`src/rtl/bp_pkg.sv`:
```
package bp_pkg;
   typedef enum logic {
      IDX_CONCAT = 1'b0,
      IDX_XOR    = 1'b1
   } idx_mode_e;
endpackage

```
`src/rtl/bp_index.sv`:
```
module bp_index import bp_pkg::*; #(
   parameter int        PC_W   = 32,
   parameter int        HIST_W = 2,
   parameter int        ADDR_W = 4,
   parameter int        GH_W   = 2,
   parameter int        IDX_W  = 6,
   parameter idx_mode_e MODE   = IDX_CONCAT
) (
   input  logic [PC_W-1:0]  pc,
   input  logic [GH_W-1:0]  hist,
   output logic [IDX_W-1:0] idx
);
   logic [ADDR_W-1:0] word_bits;
   logic              unused_pc_bits;

   assign word_bits      = pc[ADDR_W+1:2];
   assign unused_pc_bits = ^{pc[PC_W-1:ADDR_W+2], pc[1:0]};

   generate
      if (HIST_W == 0) begin : g_pc_only
         logic unused_hist;
         assign unused_hist = ^hist;
         assign idx         = IDX_W'(word_bits);
      end else if (MODE == IDX_CONCAT) begin : g_concat
         assign idx = {hist[HIST_W-1:0], word_bits};
      end else begin : g_xor
         assign idx = word_bits ^ ADDR_W'(hist[HIST_W-1:0]);
      end
   endgenerate
endmodule

```
`src/rtl/bp_ghr.sv`:
```
module bp_ghr #(
   parameter int HIST_W = 2,
   parameter int GH_W   = 2
) (
   input  logic            clk,
   input  logic            rst_n,
   input  logic            shift_en,
   input  logic            bit_in,
   output logic [GH_W-1:0] hist
);
   generate
      if (HIST_W == 0) begin : g_none
         logic unused_in;
         assign unused_in = ^{clk, rst_n, shift_en, bit_in};
         assign hist      = '0;
      end else if (HIST_W == 1) begin : g_one
         always_ff @(posedge clk or negedge rst_n) begin
            if (!rst_n)        hist <= '0;
            else if (shift_en) hist <= bit_in;
         end
      end else begin : g_shift
         always_ff @(posedge clk or negedge rst_n) begin
            if (!rst_n)        hist <= '0;
            else if (shift_en) hist <= {hist[HIST_W-2:0], bit_in};
         end
      end
   endgenerate
endmodule

```
`src/rtl/bp_ctr_table.sv`:
```
module bp_ctr_table #(
   parameter int IDX_W = 6,
   parameter int CTR_W = 2
) (
   input  logic             clk,
   input  logic             rst_n,
   input  logic [IDX_W-1:0] rd_idx,
   output logic [CTR_W-1:0] rd_ctr,
   input  logic             wr_en,
   input  logic [IDX_W-1:0] wr_idx,
   input  logic             wr_taken,
   output logic [CTR_W-1:0] wr_old
);
   localparam int             DEPTH   = 1 << IDX_W;
   localparam logic [CTR_W-1:0] CTR_MAX = {CTR_W{1'b1}};
   localparam logic [CTR_W-1:0] WEAK_NT = CTR_W'((1 << (CTR_W-1)) - 1);

   logic [CTR_W-1:0] ctr [DEPTH];
   logic [CTR_W-1:0] nxt;

   assign rd_ctr = ctr[rd_idx];
   assign wr_old = ctr[wr_idx];

   always_comb begin
      nxt = wr_old;
      if (wr_taken) begin
         if (wr_old != CTR_MAX) nxt = wr_old + 1'b1;
      end else begin
         if (wr_old != '0)      nxt = wr_old - 1'b1;
      end
   end

   always_ff @(posedge clk or negedge rst_n) begin
      if (!rst_n) begin
         for (int i = 0; i < DEPTH; i++) ctr[i] <= WEAK_NT;
      end else if (wr_en) begin
         ctr[wr_idx] <= nxt;
      end
   end
endmodule

```
`src/rtl/corr_bpred.sv`:
```
module corr_bpred import bp_pkg::*; #(
   parameter int        PC_W   = 32,
   parameter int        HIST_W = 2,
   parameter int        ADDR_W = 4,
   parameter int        CTR_W  = 2,
   parameter idx_mode_e MODE   = IDX_CONCAT,
   localparam int       GH_W   = (HIST_W > 0) ? HIST_W : 1
) (
   input  logic            clk,
   input  logic            rst_n,
   input  logic [PC_W-1:0] lk_pc,
   output logic            lk_taken,
   output logic [GH_W-1:0] lk_hist,
   input  logic            up_valid,
   input  logic [PC_W-1:0] up_pc,
   input  logic            up_taken,
   input  logic [GH_W-1:0] up_hist
);
   localparam int IDX_W = (MODE == IDX_CONCAT) ? (HIST_W + ADDR_W) : ADDR_W;

   initial begin : param_chk
      assert (CTR_W >= 1) else $error("CTR_W must be at least 1");
      assert (ADDR_W >= 1 && ADDR_W + 2 <= PC_W) else $error("ADDR_W out of range");
      assert (HIST_W >= 0) else $error("HIST_W must not be negative");
      assert (MODE == IDX_CONCAT || HIST_W <= ADDR_W)
         else $error("hashed mode needs HIST_W <= ADDR_W");
      assert (IDX_W <= 16) else $error("table too large");
   end

   logic [IDX_W-1:0] lk_idx;
   logic [IDX_W-1:0] up_idx;
   logic [CTR_W-1:0] lk_ctr;
   logic [CTR_W-1:0] up_ctr_old;
   logic [GH_W-1:0]  ghr;

   bp_index #(.PC_W(PC_W), .HIST_W(HIST_W), .ADDR_W(ADDR_W), .GH_W(GH_W),
              .IDX_W(IDX_W), .MODE(MODE)) u_lk_index (
      .pc(lk_pc), .hist(ghr), .idx(lk_idx));

   bp_index #(.PC_W(PC_W), .HIST_W(HIST_W), .ADDR_W(ADDR_W), .GH_W(GH_W),
              .IDX_W(IDX_W), .MODE(MODE)) u_up_index (
      .pc(up_pc), .hist(up_hist), .idx(up_idx));

   bp_ghr #(.HIST_W(HIST_W), .GH_W(GH_W)) u_ghr (
      .clk(clk), .rst_n(rst_n), .shift_en(up_valid), .bit_in(up_taken), .hist(ghr));

   bp_ctr_table #(.IDX_W(IDX_W), .CTR_W(CTR_W)) u_table (
      .clk(clk), .rst_n(rst_n),
      .rd_idx(lk_idx), .rd_ctr(lk_ctr),
      .wr_en(up_valid), .wr_idx(up_idx), .wr_taken(up_taken), .wr_old(up_ctr_old));

   assign lk_taken = lk_ctr[CTR_W-1];
   assign lk_hist  = ghr;
endmodule

```
`config.mk`:
```
export PLATFORM = sky130hd
export DESIGN_NAME = corr_bpred
export DESIGN_NICKNAME = d
export VERILOG_FILES = /design/src/rtl/bp_pkg.sv /design/src/rtl/bp_index.sv /design/src/rtl/bp_ghr.sv /design/src/rtl/bp_ctr_table.sv /design/src/rtl/corr_bpred.sv
export SDC_FILE = /design/constraint.sdc
export NUM_CORES = 1
export LEC_CHECK = 0
export BUFFER_PORTS_ARGS = -buffer_cell sky130_fd_sc_hd__buf_2
export CAP_MARGIN = 40
export CORE_MARGIN = 1
export CORE_UTILIZATION = 55
export DETAILED_ROUTE_END_ITERATION = 16
export PLACE_DENSITY_LB_ADDON = 0.25
export SYNTH_ARGS = -nofsm -noshare
export SYNTH_HDL_FRONTEND = slang
export SYNTH_HIERARCHICAL = 1
export SYNTH_SLANG_ARGS = --single-unit
```
`constraint.sdc`:
```
create_clock -name clk -period 4.8 [get_ports clk]
set_input_delay 0.24 -clock clk [delete_from_list [all_inputs] [get_ports clk]]
set_output_delay 0.24 -clock clk [all_outputs]
set_load 0.02 [all_outputs]
```
==> qor.yml, run 1 <==
status: "finished clean"
multi_input_area_sq_um: 3320
final_util: 0.627
die_w_um: 115
start_util: 0.575
rows: 40
hpwl_um: 11900
power_frac_clock: 0.379
drt_iter0_drc: 480
yosysWarnings: 6
syn_area_sq_um: 7030
fillers: 983
area_growth_pct: 8.99
die_area_sq_um: 13200
crit_type: "in2reg"
coreArea_sq_um: 12200
placed_cell_area_sq_um: 7120
antenna_found_initial: 0
p_int_mw: 2.25
clk_pin_slew_ns: 0.05
seq_power_share: 0.458
wl_per_cell_um: 20.5
clock_path_buffers: 2
drv_slew: 0
cts_buffers: 17
cts_root_buf: "clkbuf_16"
firstDrtPassIters: 5
fin_nets: 758
grtUsageTotal: 0.295
totalNegativeSetupSlack_ns: 0
io_pins: 73
cap_violations: 0
diodes: 0
grt_setup_unrepaired: "no"
cts_htree_levels: 4
cts.sinks: 130
setup_viol: 0
seq_area_sq_um: 3330
period_share: 0.677
die_y_um: 115
overflow: 0
leakage_nw: 3.07
drc: 0
end_kind: "register"
hold_path_class: "in2reg"
power_density_nw_per_um2: 404
setup_slack_ns: 1.55
wl_um: 17800
grt_pass1_wl_um: 28600
cp-start-kind: "input port"
via_per_inst: 6.25
fin_skew_ns: 0.00599
worst_ep_arrival_time_ns: 3.60
syn_nets: 761
final_area_sq_um: 7660
postSynthCellCount: 691
p_sw_uw: 845
synth_area_per_cell_sq_um: 10.2
clk_latency_ns: 0.43
fin_crit_ns: 3.25
io_buffers: 16
finalHoldViolCount: 0
crit_path_top_delay_cell: "buf_2"
fmax_ghz: 0.308
worst_slew_pin_slew_ns: 0.907
grt_pass1_vias: 5327
cts_tree: "yes"
required_ns: 5.14
combPwrFrac: 0.163
slew_headroom: 0.396
path_cells: "buf_2 > mux4_1 > mux2_2 > a221oi_1 > and4bb_2 > inv_1 > maj3_4 > buf_16 > o21ai_0"
gp_congestion: 0.866
vias: 5416
max_stage_delay_ns: 0.68
pre_cts_ws_ns: 1.10
grt_max_degree: 65
peakVddDrop_mv: 0.279
switching_share: 0.273
path_max_fanout: 45
drive_gt1_frac: 0.300
ant_nets: 0
critical path, delay by kind of cell:
family,cells,cell delay (ns)
AO/OA/AOI/OAI,2,0.54
adder cells (fa/ha/maj),1,0.49
buffers and inverters,3,1.01
multiplexers,2,0.97
AND/OR/NAND/NOR,1,0.30
state kept, by name, summed over array words and instances, names as in the netlist:
register / count
u_ghr/hist: 2
u_table/ctr: 128
area by class of cell:
cell class              instances  area share
flip-flops and latches        130       0.435
multi-input cells             500       0.434
well taps                     168      0.0275
repair buffers                 33      0.0317
inverters                       6     0.00294
clock buffers                  23      0.0611
clock inverters                 7     0.00784
power by group through the flow:
stage               combinational (mW)  sequential, mW  clock [mW]
floorplan                        0.395            1.40           0
detailed placement               0.500            1.43           0
global placement                 0.471            1.42           0
global route                     0.554            1.43        1.24
CTS                              0.502            1.42        1.19
finish                           0.504            1.42        1.17
routing by layer:
layer  part of all wire  global-route usage  up-vias  wire length (um)
met2               0.46               0.455      267              8230
met4              0.042               0.155        0               753
li1                   -                   -     2450                 -
met3              0.077              0.0733       63              1370
met5                  0                   0        -                 0
met1               0.42               0.388     2636              7420
stage by stage:
step,total power [mW],instances,hold WS [ns]
after floorplan,1.79,691,-0.0556
after global placement,1.89,825,0.227
after detailed placement,1.93,836,0.231
after CTS,3.11,867,0.0843
after global routing,3.23,867,0.0842
final,3.10,867,0.105
path summary, 6_finish.rpt:
kind / startpoint / to / slack (ns) / depth (start not counted)
max in group asynchronous: rst_n / u_table/ctr[95] / 3.38 / 3
worst max register to register: u_table/ctr[88] / u_table/ctr[64] / 1.87 / 8
min in group asynchronous: rst_n / u_table/ctr[19] / 0.33 / 2
worst min-delay path: up_taken / u_ghr/hist[0] / 0.11 / 2
worst max-delay path: up_pc[2] / u_table/ctr[64] / 1.55 / 9
worst min register to register: u_table/ctr[80] / u_table/ctr[80] / 0.46 / 2
cells in the final DEF (no fill, tap or decap), drive strengths merged, types with 3 or more instances in the layout:
master,count
nor3b,5
clkinv,6
a21oi,4
and3,3
a22oi,8
or3b,3
nand3b,3
a211o,3
mux2i,24
nor3,3
inv,6
nand2,205
a221oi,4
buf,32
nor2,12
mux2,7
clkbuf,23
nand3,8
dfrtp,66
nand2b,6
mux4,31
o21ai,132
o211ai,8
o22ai,5
dfstp,64
repair_timing:
action                                 in CTS  in global routing
buffers inserted                            0                  0
endpoints found under the hold margin      19                  0
hold buffers                                1                  0
gates resized for setup                     0                  0
Power figures use the tool's default switching activity.
==> run 2: changes to the inputs <==
--- a/config.mk
+++ b/config.mk
@@ -5,6 +5,7 @@
 export SDC_FILE = /design/constraint.sdc
 export NUM_CORES = 1
 export LEC_CHECK = 0
+export ABC_AREA = 1
 export BUFFER_PORTS_ARGS = -buffer_cell sky130_fd_sc_hd__buf_2
 export CAP_MARGIN = 40
 export CORE_MARGIN = 1
==> constraint.sdc (replaced) <==
create_clock -name clk -period 3.28 [get_ports clk]
set_input_delay 0.164 -clock clk [delete_from_list [all_inputs] [get_ports clk]]
set_output_delay 0.164 -clock clk [all_outputs]
set_load 0.02 [all_outputs]
==> run 2 against run 1 <==
Compared with the run above:
- clock power is 77% higher
- die area up 15%
- highest routed layer unchanged
- sequential power rose by 34%
- critical endpoint is now lk_taken
- total power increased by 48%
==> qor.yml, run 2 <==
status: "finished clean"
power_mw: 4.60  # +48%
fillers: 1313  # +34%
power_density_nw_per_um2: 520  # +29%
die_area_sq_um: 15200  # +15%
crit_type: "in2out"
required_ns: 3.12  # -2.02 ns
layout_common_cells: "nand2_1 (648), inv_1 (131), nor2_1 (112), nand3_1 (85), dfrtp_1 (66)"
cts_setup_buffers: 0  # unchanged
cts_root_buf: "clkbuf_16"
totalNegativeSetupSlack_ns: 0  # unchanged
grt_max_degree: 64  # -1.5%
clk_pin_slew_ns: 0.05  # about the same
crit_path_top_delay_cell: "inv_1"
fin_nets: 1330  # +75%
path_max_fanout: 18  # -60%
end_kind: "primary output"
io_buffers: 16  # unchanged
area_growth_pct: 9.10  # about the same
grt_pass1_wl_um: 37500  # +31%
cts_resized: 0  # unchanged
path_buf_inv: 3  # unchanged
postSynthCellCount: 1278  # +85%
gp_congestion: 0.893  # +3.2%
cts_tree: "yes"
slew_headroom: 0.493  # +0.0970
synth_area_per_cell_sq_um: 6.34  # -38%
coreArea_sq_um: 14100  # +15%
vias: 7940  # +47%
clk_latency_ns: 0.43  # about the same
antenna_found_initial: 0  # unchanged
diodes: 0  # unchanged
regToRegSetupSlack_ns: 1.07  # -0.80 ns
fmax_ghz: 0.418
postCtsHoldBufs: 2  # +1
drv_slew: 0  # unchanged
rows: 43  # +7.5%
wl_um: 23800  # +34%
hold_path_class: "in2reg"
setup_viol: 0  # unchanged
die_w_um: 123  # +7.2%
start_util: 0.574  # -0.000924
setup_slack_ns: 0.889  # -0.659 ns
path_delay_family: "buffers and inverters"
regMostFlops: "u_table/ctr"
peakVddDrop_mv: 0.440  # +58%
syn_nets: 1348  # +77%
reg_top3: "u_table/ctr x128, u_ghr/hist x2"
fin_crit_ns: 2.39
worstReg2RegEnd: "u_table/ctr[12]"
grt_setup_unrepaired: "no"
cp.depth: 11  # +2
via_per_inst: 5.46  # -13%
wl_per_cell_um: 16.4  # -20%
cts_htree_levels: 4  # unchanged
yosysWarnings: 6  # unchanged
ant_nets: 0  # unchanged
worst_slew_pin_slew_ns: 0.760  # -0.146 ns
hpwl_um: 14900  # +25%
final_util: 0.627  # about the same
layout.cells.most_common: "nand2_1"
drt_iter0_drc: 994  # +110%
worst_ep_arrival_time_ns: 2.23  # -1.37 ns
pre_cts_ws_ns: 0.807  # -0.296 ns
drive_gt1_frac: 0.111  # -0.190
overflow: 0  # unchanged
die_y_um: 123  # +7.2%
firstDrtPassIters: 7  # +2
cp-start-kind: "input port"
reg2regPathDepth: 11  # +3
clock_path_buffers: 2  # unchanged
endpoint: "lk_taken"
critPathMostFrequentCell: "nand2_1"
max_stage_delay_ns: 0.64  # -0.04 ns
cts.sinks: 130  # unchanged
path_cells: "buf_2 > inv_1 > o21ai_0 > o22ai_1 > nand2_1 > nand2_1 > a21oi_1 > o21ai_0 > nand3_1 > nand2_1 > buf_2"
grt_pass1_vias: 7341  # +38%
leakage_nw: 4.60  # +50%
finalHoldViolCount: 0  # unchanged
grtUsageTotal: 0.334  # +0.0389
syn_area_sq_um: 8100  # +15%
cts_buffers: 17  # unchanged
fin_skew_ns: 0.00609  # +0.0000929 ns
cap_violations: 0  # unchanged
crit_start: "lk_pc[3]"
io_pins: 73  # unchanged
period_share: 0.729
r2r_start: "u_table/ctr[90]"
drc: 0  # unchanged
largest_reg_flops: 128  # unchanged
[run 2: stage by stage]
step                      hold slack [ns]  instances  instance area, sq um
after global placement              0.341       1418                  8150
after floorplan                    -0.132       1278                  8100
final                              0.0458       1453                  8830
after CTS                          0.0354       1453                  8830
after global routing               0.0451       1453                  8830
after detailed placement          0.00224       1419                  8180
[run 2: layout make-up]
cell class / count / area, sq um / area share
Inverter: 134 / 503 / 0.0569
Clock inverter: 5 / 125 / 0.0142
Tap cell: 180 / 225 / 0.0255
Multi-Input combinational cell: 938 / 3790 / 0.429
Timing Repair Buffer: 39 / 343 / 0.0388
Sequential cell: 130 / 3330 / 0.377
Clock buffer: 27 / 513 / 0.0581
[run 2: how the worst min path moves through the flow]
stage | slack (ns) | startpoint | depth (start not counted) | to
final | 0.05 | up_taken | 3 | u_ghr/hist[0]
after global routing | 0.05 | up_taken | 3 | u_ghr/hist[0]
after CTS | 0.04 | up_taken | 3 | u_ghr/hist[0]
after detailed placement | 0.002 | rst_n | 1 | u_table/ctr[23]
after global placement | 0.34 | rst_n | 1 | u_table/ctr[23]
after floorplan | -0.13 | rst_n | 0 | u_ghr/hist[0]
[run 2: power by group]
part | switching [mW] | total, mW | internal [mW]
Clock | 0.695 | 2.07 | 1.37
Sequential | 0.0845 | 1.90 | 1.81
Combinational | 0.434 | 0.629 | 0.195
Total | 1.21 | 4.60 | 3.38
[run 2: worst reg2reg max path, cell delays in order, from the launching register on]
cell	delay [ns]
dfstp_2	0.36
or2_2	0.26
nand3_1	0.11
nand2_1	0.07
o21ai_1	0.16
nand2_1	0.08
nor2_2	0.18
nand2_2	0.10
nand2_4	0.29
buf_12	0.29
nand3_1	0.15
nand2_1	0.10
[run 2: layer usage]
layer,global-route usage,wire length (um),vias to the layer above
li1,-,-,3814
met2,0.527,10600,406
met1,0.441,9980,3650
met5,0,0,-
met4,0.157,861,0
met3,0.0650,2310,70
==> run 3: changes to the inputs <==
==> constraint.sdc (replaced) <==
create_clock -name clk -period 2.41 [get_ports clk]
set_input_delay 0.1205 -clock clk [delete_from_list [all_inputs] [get_ports clk]]
set_output_delay 0.1205 -clock clk [all_outputs]
set_load 0.02 [all_outputs]
==> run 3 against run 2 <==
Compared with the run above:
- non-clock buffer count increased by 15
- first-iteration DRC count shrank 11%
- count of clock-buffer cells in the layout shrank 10
- core utilization up 1.1 points
- sequential share of layout area shrank 0.68 points
- global-route usage down 0.083 points
- combinational power up 43%
- total power rose by 35%
- cell count grew 1.0%
- die area unchanged
- cell area rose by 1.8%
- critical path depth shrank 2
==> qor.yml, run 3 (synthesized netlist as in run 2, its figures left out) <==
worst_ep_arrival_time_ns: 1.89  # -0.34 ns
regMostFlops: "u_table/ctr"
reg_top3: "u_table/ctr x128, u_ghr/hist x2"
rows: 43  # unchanged
worstReg2RegEnd: "u_table/ctr[29]"
wl_per_cell_um: 16.2  # -1.1%
reg2regPathDepth: 12  # +1
grtUsageTotal: 0.333  # -0.000832
dp.cells: 1433  # +0.99%
cap_violations: 0  # unchanged
grt_setup_unrepaired: "no"
critPathMostFrequentCell: "nand2_1"
slew_headroom: 0.508  # +0.0154
cts_setup_buffers: 0  # unchanged
final_area_sq_um: 8990  # +1.8%
peakVddDrop_mv: 0.680  # +55%
power_mw: 6.20  # +35%
drive_gt1_frac: 0.124  # +0.0135
crit_path_top_delay_cell: "dfrtp_1"
area_growth_pct: 11.1
antenna_found_initial: 0  # unchanged
clk_latency_ns: 0.43  # about the same
hold_path_class: "in2async"
diodes: 0  # unchanged
fillers: 1273  # -3.0%
wl_um: 23700  # -0.11%
leakage_nw: 4.69  # +1.9%
postCtsHoldBufs: 3  # +1
fin_nets: 1345  # +1.1%
fin_skew_ns: 0.00592  # -0.000165 ns
io_pins: 73  # unchanged
drv_slew: 0  # unchanged
cts_htree_levels: 4  # unchanged
path_max_fanout: 3  # -15
io_buffers: 16  # unchanged
fin_crit_ns: 2.01
crit_start: "u_table/ctr[27]"
ant_nets: 0  # unchanged
layout_common_cells: "nand2_1 (648), inv_1 (131), nor2_1 (112), nand3_1 (85), dfrtp_1 (66)"
multi_input_area_sq_um: 3790  # unchanged
vias: 7992  # +0.65%
layout.cells.most_common: "nand2_1"
fmax_ghz: 0.496
overflow: 0  # unchanged
clock_path_buffers: 2  # unchanged
start_util: 0.574  # unchanged
crit_type: "reg2out"
regToRegSetupSlack_ns: 0.40  # -0.67 ns
r2r_start: "u_table/ctr[90]"
largest_reg_flops: 128  # unchanged
firstDrtPassIters: 7  # unchanged
path_buf_inv: 1  # -2
worst_slew_pin_slew_ns: 0.738  # -0.0223 ns
seq_area_sq_um: 3330  # unchanged
power_density_nw_per_um2: 689  # +32%
cts_resized: 0  # unchanged
end_kind: "primary output"
die_y_um: 123  # unchanged
cts_tree: "yes"
grt_pass1_wl_um: 37600  # +0.24%
via_per_inst: 5.44  # -0.37%
die_w_um: 123  # unchanged
placed_cell_area_sq_um: 8350  # +2.1%
gp_congestion: 0.895  # +0.24%
setup_viol: 0  # unchanged
cts_root_buf: "clkbuf_16"
path_cells: "o21ai_0 > o22ai_1 > nand2_1 > nand2_1 > a21oi_1 > o21ai_0 > nand3_1 > nand2_1 > buf_2"
hpwl_um: 15200  # +2.2%
cts_buffers: 17  # unchanged
drc: 0  # unchanged
finalHoldViolCount: 0  # unchanged
status: "finished clean"
period_share: 0.836
totalNegativeSetupSlack_ns: 0  # unchanged
grt_max_degree: 54  # -16%
cp-start-kind: "register"
die_area_sq_um: 15200  # unchanged
grt_pass1_vias: 7376  # +0.48%
cts.sinks: 130  # unchanged
coreArea_sq_um: 14100  # unchanged
drt_iter0_drc: 884  # -11%
clk_pin_slew_ns: 0.06  # about the same
fin_cells: 1468  # +1.0%
path_delay_family: "compound AO/OA/AOI/OAI gates"
required_ns: 2.29  # -0.83 ns
max_stage_delay_ns: 0.38  # -0.26 ns
-- run 3: per-stage QoR --
| step | setup WS [ns] | hold WS [ns] | utilization |
|---|---|---|---|
| final | 0.396 | 0.303 | 0.638 |
| after global routing | 0.234 | 0.383 | 0.638 |
| after CTS | 0.417 | 0.328 | 0.638 |
| after detailed placement | 0.260 | 0.224 | 0.592 |
| after global placement | 0.290 | 0.227 | 0.592 |
| after floorplan | 0.662 | -0.175 | - |
-- run 3: where the power goes --
part	internal (mW)	leakage, nW	switching (mW)
clock network	1.72	0.302	0.997
logic	0.299	2.81	0.600
registers	2.47	1.58	0.116
total	4.49	4.69	1.71
-- run 3: layout make-up --
class                           count  share of cell area
Clock buffer                       17              0.0473
Clock inverter                     15              0.0213
Tap cell                          180              0.0250
Multi-Input combinational cell    938               0.421
Timing Repair Buffer               54              0.0584
Sequential cell                   130               0.371
Inverter                          134              0.0559
-- run 3: worst max path at each step --
| stage | to | slack, ns | cells past startpoint |
|---|---|---|---|
| CTS | u_table/ctr[68] | 0.42 | 11 |
| global placement | u_table/ctr[7] | 0.29 | 14 |
| finish | lk_taken | 0.40 | 9 |
| floorplan | u_table/ctr[107] | 0.66 | 14 |
| global route | u_table/ctr[7] | 0.23 | 12 |
| detailed placement | u_table/ctr[68] | 0.26 | 13 |
-- run 3: routing by layer --
layer,track usage,wire length [um],vias to the layer above
li1,-,-,3837
met1,0.453,10100,3675
met2,0.501,10600,412
met3,0.0669,2130,68
met4,0.174,926,0
met5,0,0,-
